===== src/rtl/lane_expand_pkg.sv =====
// Shared constants and types of the masked vector expand unit.
// Assumes: element width and lane count are fixed for the datapath that
// instantiates the unit; the length code is always two bits wide.
package lane_expand_pkg;
    localparam int EXP_ELEM_W = 64;
    localparam int EXP_LANES  = 8;
    localparam int EXP_SPEC_W = 4;

    typedef enum logic [1:0] {
        LEN_QUARTER = 2'd0,
        LEN_HALF    = 2'd1,
        LEN_FULL    = 2'd2,
        LEN_BAD     = 2'd3
    } len_code_e;
endpackage


===== src/rtl/lane_expand_ctl.sv =====
// Control decode: derives the active-lane mask from the length code, the
// effective select mask from the lane mask and enable, and the illegal
// flag from the reserved specifier and length code.
// Assumes: LANES is divisible by 4.
module lane_expand_ctl
    import lane_expand_pkg::*;
#(
    parameter int LANES  = EXP_LANES,
    parameter int SPEC_W = EXP_SPEC_W
) (
    input  logic [LANES-1:0]  lane_mask,
    input  logic              mask_en,
    input  logic [1:0]        len_code,
    input  logic [SPEC_W-1:0] rsvd_spec,
    output logic [LANES-1:0]  active_mask,
    output logic [LANES-1:0]  eff_mask,
    output logic              illegal
);
    localparam int CNT_W = $clog2(LANES) + 1;

    logic [CNT_W-1:0] active_cnt;

    // Map the length code to a number of active lanes.
    always_comb begin
        case (len_code)
            LEN_QUARTER: active_cnt = CNT_W'(LANES / 4);
            LEN_HALF:    active_cnt = CNT_W'(LANES / 2);
            LEN_FULL:    active_cnt = CNT_W'(LANES);
            default:     active_cnt = '0;
        endcase
    end

    // Build a thermometer mask of the active lanes.
    always_comb begin
        for (int j = 0; j < LANES; j++) begin
            active_mask[j] = (CNT_W'(j) < active_cnt);
        end
    end

    // Lanes that take a source element: active and (mask off or bit set).
    assign eff_mask = active_mask & (mask_en ? lane_mask : {LANES{1'b1}});

    // Undefined-opcode condition.
    assign illegal = (rsvd_spec != {SPEC_W{1'b1}}) || (len_code == LEN_BAD);
endmodule


===== src/rtl/lane_expand_prefix.sv =====
// Prefix counter: for each lane, counts the selected lanes strictly below
// it. That count is the source element index the lane reads.
// Assumes: the top lane's own select bit is never needed, so only the
// lower LANES-1 bits are taken.
module lane_expand_prefix #(
    parameter int LANES = 8,
    parameter int IDX_W = $clog2(LANES)
) (
    input  logic [LANES-2:0]       low_mask,
    output logic [LANES*IDX_W-1:0] idx_flat
);
    for (genvar j = 0; j < LANES; j++) begin : g_lane
        logic [IDX_W-1:0] cnt;

        // Population count of the select bits below lane j.
        always_comb begin
            cnt = '0;
            for (int b = 0; b < j; b++) begin
                cnt = cnt + IDX_W'(low_mask[b]);
            end
        end

        assign idx_flat[j*IDX_W +: IDX_W] = cnt;
    end
endmodule


===== src/rtl/lane_expand_route.sv =====
// Lane router: each destination lane picks a source element, its old
// value, or zero, based on the active, select and zeroing controls.
// Assumes: LANES is a power of two so an index addresses every element.
module lane_expand_route #(
    parameter int ELEM_W = 64,
    parameter int LANES  = 8,
    parameter int IDX_W  = $clog2(LANES)
) (
    input  logic [ELEM_W*LANES-1:0] src_vec,
    input  logic [ELEM_W*LANES-1:0] old_vec,
    input  logic [LANES-1:0]        active_mask,
    input  logic [LANES-1:0]        eff_mask,
    input  logic                    zero_mode,
    input  logic [LANES*IDX_W-1:0]  idx_flat,
    output logic [ELEM_W*LANES-1:0] res_vec
);
    logic [ELEM_W-1:0] src_el [LANES];

    for (genvar j = 0; j < LANES; j++) begin : g_lane
        logic [IDX_W-1:0]  sel;
        logic [ELEM_W-1:0] lane_val;

        assign src_el[j] = src_vec[j*ELEM_W +: ELEM_W];
        assign sel       = idx_flat[j*IDX_W +: IDX_W];

        // Choose the value that lane j takes.
        always_comb begin
            if (!active_mask[j])
                lane_val = '0;
            else if (eff_mask[j])
                lane_val = src_el[sel];
            else if (zero_mode)
                lane_val = '0;
            else
                lane_val = old_vec[j*ELEM_W +: ELEM_W];
        end

        assign res_vec[j*ELEM_W +: ELEM_W] = lane_val;
    end
endmodule


===== src/rtl/lane_expand_unit.sv =====
// Masked vector expand unit, top level. It places packed source elements
// in ascending order into the selected destination lanes, merges or zeroes
// the other active lanes, clears lanes above the active length, and
// registers the result or a fault one clock after a valid input.
// Assumes: synchronous active-low reset; no back-pressure on the output.
module lane_expand_unit
    import lane_expand_pkg::*;
#(
    parameter int ELEM_W = EXP_ELEM_W,
    parameter int LANES  = EXP_LANES,
    parameter int SPEC_W = EXP_SPEC_W
) (
    input  logic                    clk,
    input  logic                    rst_n,
    input  logic                    in_valid,
    input  logic [ELEM_W*LANES-1:0] src_vec,
    input  logic [ELEM_W*LANES-1:0] old_vec,
    input  logic [LANES-1:0]        lane_mask,
    input  logic                    mask_en,
    input  logic                    zero_mode,
    input  logic [1:0]              len_code,
    input  logic [SPEC_W-1:0]       rsvd_spec,
    output logic                    out_valid,
    output logic [ELEM_W*LANES-1:0] out_vec,
    output logic                    fault
);
    localparam int IDX_W = $clog2(LANES);
    localparam int VEC_W = ELEM_W * LANES;

    logic [LANES-1:0]       active_mask;
    logic [LANES-1:0]       eff_mask;
    logic                   illegal;
    logic [LANES*IDX_W-1:0] idx_flat;
    logic [VEC_W-1:0]       res_vec;

    lane_expand_ctl #(.LANES(LANES), .SPEC_W(SPEC_W)) u_ctl (
        .lane_mask   (lane_mask),
        .mask_en     (mask_en),
        .len_code    (len_code),
        .rsvd_spec   (rsvd_spec),
        .active_mask (active_mask),
        .eff_mask    (eff_mask),
        .illegal     (illegal)
    );

    lane_expand_prefix #(.LANES(LANES), .IDX_W(IDX_W)) u_prefix (
        .low_mask (eff_mask[LANES-2:0]),
        .idx_flat (idx_flat)
    );

    lane_expand_route #(.ELEM_W(ELEM_W), .LANES(LANES), .IDX_W(IDX_W)) u_route (
        .src_vec     (src_vec),
        .old_vec     (old_vec),
        .active_mask (active_mask),
        .eff_mask    (eff_mask),
        .zero_mode   (zero_mode),
        .idx_flat    (idx_flat),
        .res_vec     (res_vec)
    );

    // Result and fault strobes, one cycle after the input strobe.
    always_ff @(posedge clk) begin
        if (!rst_n) begin
            out_valid <= 1'b0;
            fault     <= 1'b0;
        end else begin
            out_valid <= in_valid && !illegal;
            fault     <= in_valid && illegal;
        end
    end

    // Result register; loads only on a valid, legal operation.
    always_ff @(posedge clk) begin
        if (!rst_n)
            out_vec <= '0;
        else if (in_valid && !illegal)
            out_vec <= res_vec;
    end
endmodule


===== config.mk =====
export PLATFORM = sky130hd
export DESIGN_NAME = lane_expand_unit
export DESIGN_NICKNAME = d
export VERILOG_FILES = /design/src/rtl/lane_expand_pkg.sv /design/src/rtl/lane_expand_ctl.sv /design/src/rtl/lane_expand_prefix.sv /design/src/rtl/lane_expand_route.sv /design/src/rtl/lane_expand_unit.sv
export SDC_FILE = /design/constraint.sdc
export NUM_CORES = 2
export LEC_CHECK = 0
export BUFFER_PORTS_ARGS = -buffer_cell sky130_fd_sc_hd__buf_2
export CAP_MARGIN = 15
export CORE_AREA = 10 10 604 606
export DETAILED_ROUTE_END_ITERATION = 16
export DIE_AREA = 0 0 614 616
export PLACE_DENSITY = 0.34
export SETUP_SLACK_MARGIN = 0.02
export SLEW_MARGIN = 20
export SYNTH_ARGS = -nofsm -noshare
export SYNTH_HDL_FRONTEND = slang
export SYNTH_SLANG_ARGS = --single-unit

===== constraint.sdc =====
create_clock -name clk -period 7.5 [get_ports clk]
set_input_delay 0.75 -clock clk [delete_from_list [all_inputs] [get_ports clk]]
set_output_delay 0.75 -clock clk [all_outputs]
set_load 0.05 [all_outputs]

==> qor.log <==
INFO  placed_design  port-buffer-count=1556
INFO  logic_synthesis synth_cell_types=44
INFO  logic_synthesis synth_flop_cell=dfxtp_1
INFO  floorplanning  die_extent_in_y=616um
INFO  clock_tree     ctsLongestPathBuffers=4
INFO  logic_synthesis synth_top_cells_by_count=mux4_2, dfxtp_1, clkbuf_1
INFO  logic_synthesis post-synth-top-count-cell=mux4_2
INFO  power          power-per-cell-area=238mW/mm^2
INFO  sta            finalHoldWorstSlack=0.214ns
INFO  sta            max_freq=197MHz
INFO  global_routing globalRouteTotalUtil=20.9%
INFO  cells_and_area nNetsFinal=6493
INFO  sta            max_slew.worst_pin.slew=1.09ns
INFO  clock_tree     numCtsBuffers=88
INFO  sta            grt_setup_unrepaired=false
INFO  cells_and_area final_area=0.0599mm^2
INFO  global_routing antenna_found_initial=316
INFO  logic_synthesis asyncSetResetFlopFracSynth=0%
INFO  sta            slew_headroom=27.3%
INFO  sta            finalCritPeriodShare=67.8%
INFO  logic_synthesis synth_top_cell_by_area=mux4_2
INFO  placed_design  gp_routability_congestion=0.884
INFO  sta            fin_worst_skew=0ns
INFO  sta            finalHoldViolations=0
INFO  sta            final-setup-viol-count=0
INFO  logic_synthesis synth.yosys.seq_area_share=23.9%
INFO  setup_path     setup.worst_path.class=in -> reg
INFO  logic_synthesis synth.yosys.warnings=0
INFO  job            cap_violations=0
INFO  logic_synthesis synthAdderAreaFrac=0.396%
INFO  logic_synthesis main_combinational_cell_family_by_area_after_synthesis=multiplexers
INFO  clock_tree     ctsHoldBuffers=0
INFO  power          power.ir.vdd_worst=0.169mV
INFO  power          p_leak=0.0230uW
INFO  hold_path      min_path_cells=3
INFO  logic_synthesis number_of_enable_type_register_cells_in_the_synthesized_netlist=0
INFO  clock_tree     clock_insertion_delay_worst_skew=0.81ns
INFO  cells_and_area num-fill-cells=39700
INFO  setup_path     cp.required=8.18ns
INFO  setup_path     setup.worst_path.end_class=register
INFO  clock_tree     cts_root_buffer=clkbuf_16
INFO  floorplanning  fp.dieW=614um
INFO  logic_synthesis compound_cell_area_share_of_the_yosys_netlist=18.6%
INFO  logic_synthesis synth.top_cells.by_area=mux4_2, dfxtp_1, mux2i_1
INFO  setup_path     critical_path.max_fanout=40
INFO  detailed_routing wl_met2=206mm
INFO  clock_tree     cts_tree=yes
INFO  detailed_routing met3_wirelength=36.6mm
INFO  global_routing largest_net_degree_at_the_start_of_global_routing=113
INFO  detailed_routing highest-signal-layer=met5
INFO  cells_and_area relative_area_change_from_synthesis_to_final_layout=39.2%
INFO  detailed_routing dr_total_vias=49900
INFO  floorplanning  core_outline_area=0.352mm^2
INFO  global_routing grt_overflow=0
INFO  setup_path     timing.critical_path.arrival=5.76ns
INFO  sta            final_max_slew_viol_count=0
INFO  logic_synthesis mappedNetlistArea=0.0430mm^2
INFO  cells_and_area final_layout_size_suffix_gt1_share=47.4%
INFO  detailed_routing wirelength_met1=156mm
INFO  cells_and_area utilization=17.0%
INFO  logic_synthesis synth_fp_nets=5228
INFO  setup_path     timing.critical_path.from_type=input pin
INFO  detailed_routing drcViolationCount=0
INFO  clock_tree     cts_post_setup_buffers_inserted=0
INFO  sta            period_needed=5.08ns
INFO  placed_design  post-dp-hpwl=333mm
INFO  detailed_routing detail_route.first_pass.iterations=5
INFO  clock_tree     post_cts.resized_instances=0
INFO  detailed_routing detailedRoute.firstIterationViolations=5318
INFO  floorplanning  row_count=218
INFO  clock_tree     numClockSinks=514
INFO  logic_synthesis yosys.area_share.simple=9.30%
INFO  power          power=14200uW
INFO  logic_synthesis mux_cell_area_share_after_synthesis=41.3%
INFO  logic_synthesis synthCells=4172
INFO  floorplanning  initial_core_util=12.2%
INFO  detailed_routing ant_nets=0
INFO  hold_path      hold_wc_path_type=in -> reg
INFO  detailed_routing avgRoutedWirePerCell=40.3um
INFO  detailed_routing viasPerCell=4.80
INFO  global_routing first_pass_grt_wire_length=533mm
INFO  setup_path     reg2reg_depth=2
INFO  logic_synthesis yosys.area_share.xor_xnor=0.169%
INFO  sta            setup_total_negative_slack=0ns
INFO  logic_synthesis synth_seq_cells=514
INFO  floorplanning  floorplan.die_area=0.378mm^2
INFO  detailed_routing routed_wl=419mm
INFO  logic_synthesis synthDominantCellAreaShare=33.5%
INFO  clock_tree     clk_pin_slew=0.06ns
INFO  logic_synthesis post_synth.cell_area_avg=10.3um^2
INFO  placed_design  placed_cell_area=0.0564mm^2
INFO  clock_tree     htree_num_levels=3
INFO  global_routing first_global_vias=48500
INFO  run_status     outcome=finished clean
INFO  floorplanning  ioPinCount=1557
## power breakdown
| group | leakage, uW | total [uW] | switching [uW] | internal, uW |
|---|---|---|---|---|
| Combinational | 0.0174 | 6910 | 3850 | 3060 |
| Sequential | 0.00415 | 2790 | 25.7 | 2770 |
| Clock | 0.00146 | 4540 | 1820 | 2720 |
| Total | 0.0230 | 14200 | 5700 | 8550 |
## cells by family (layout without fill, tap and decap cells)
logic type / after synthesis / count (layout)
AOI/OAI and AO/OA: 1096 / 1096
adders and majority gates: 13 / 13
and+or+nand+nor: 919 / 919
DFF: 514 / 514
other: 0 / 157
buffers and inverters: 665 / 1992
xor gates and xnor gates: 5 / 5
muxes: 960 / 960
## flip-flops by register name, indices dropped and copies added (netlist names)
register   cells
out_valid      1
out_vec      512
fault          1
## through the flow
step | setup WS [ns] | cells
2_1_floorplan | 2.23 | 4172
3_3_place_gp | 1.50 | 10100
3_5_place_dp | 1.50 | 10100
4_1_cts | 2.40 | 10200
5_1_grt | 2.18 | 10300
6_report | 2.42 | 10400
## final cells by class
class | instances | area (um^2) | area share (%)
multi-input combinational | 2993 | 30400 | 50.8
sequential | 514 | 10300 | 17.2
timing repair buffer | 1703 | 9320 | 15.6
tap | 4730 | 5920 | 9.89
clock buffer | 115 | 2420 | 4.05
clock inverter | 37 | 577 | 0.964
inverter | 137 | 529 | 0.884
antenna | 157 | 393 | 0.656
## worst max-delay path, cell delays in order
cell and delay (ns):
buf_2 0.34, inv_4 0.32, nor3_1 0.42, ha_4 0.28, ha_4 0.16, fa_4 0.87
ha_4 0.25, ha_4 0.16, xnor3_4 0.83, buf_12 0.43, mux2_1 0.45, a221oi_1 0.27
nor2_1 0.08
## cell usage in the layout, fill, tap and decap left out, drive strengths merged, types with 65 or more instances in the layout
cell,netlist,final
a211o,65,65
a21oi,192,192
a221oi,192,192
a32o,128,128
and3,65,65
buf,158,1703
clkbuf,370,115
dfxtp,514,514
diode,0,157
inv,137,139
mux2,128,128
mux2i,192,192
mux4,640,640
nand2,320,320
nand3,65,65
nor2,258,258
nor3,197,197
o21ai,257,257
## layer usage
| layer | global-route usage [%] | vias up |
|---|---|---|
| met5 | 0 | - |
| met4 | 7.83 | 142 |
| met3 | 6.50 | 821 |
| met2 | 36.5 | 3034 |
| met1 | 23.8 | 26400 |
| li1 | - | 19500 |
## worst paths after layout
path | from | to | slack, ns
worst max-delay path | mask_en | out_vec[427] | 2.42
worst min-delay path | old_vec[374] | out_vec[374] | 0.21
worst max register to register | out_vec[284] | out_vec[284] | 6.22
worst min register to register | out_vec[69] | out_vec[69] | 0.45
No activity file was read; power rests on OpenSTA's default activity.
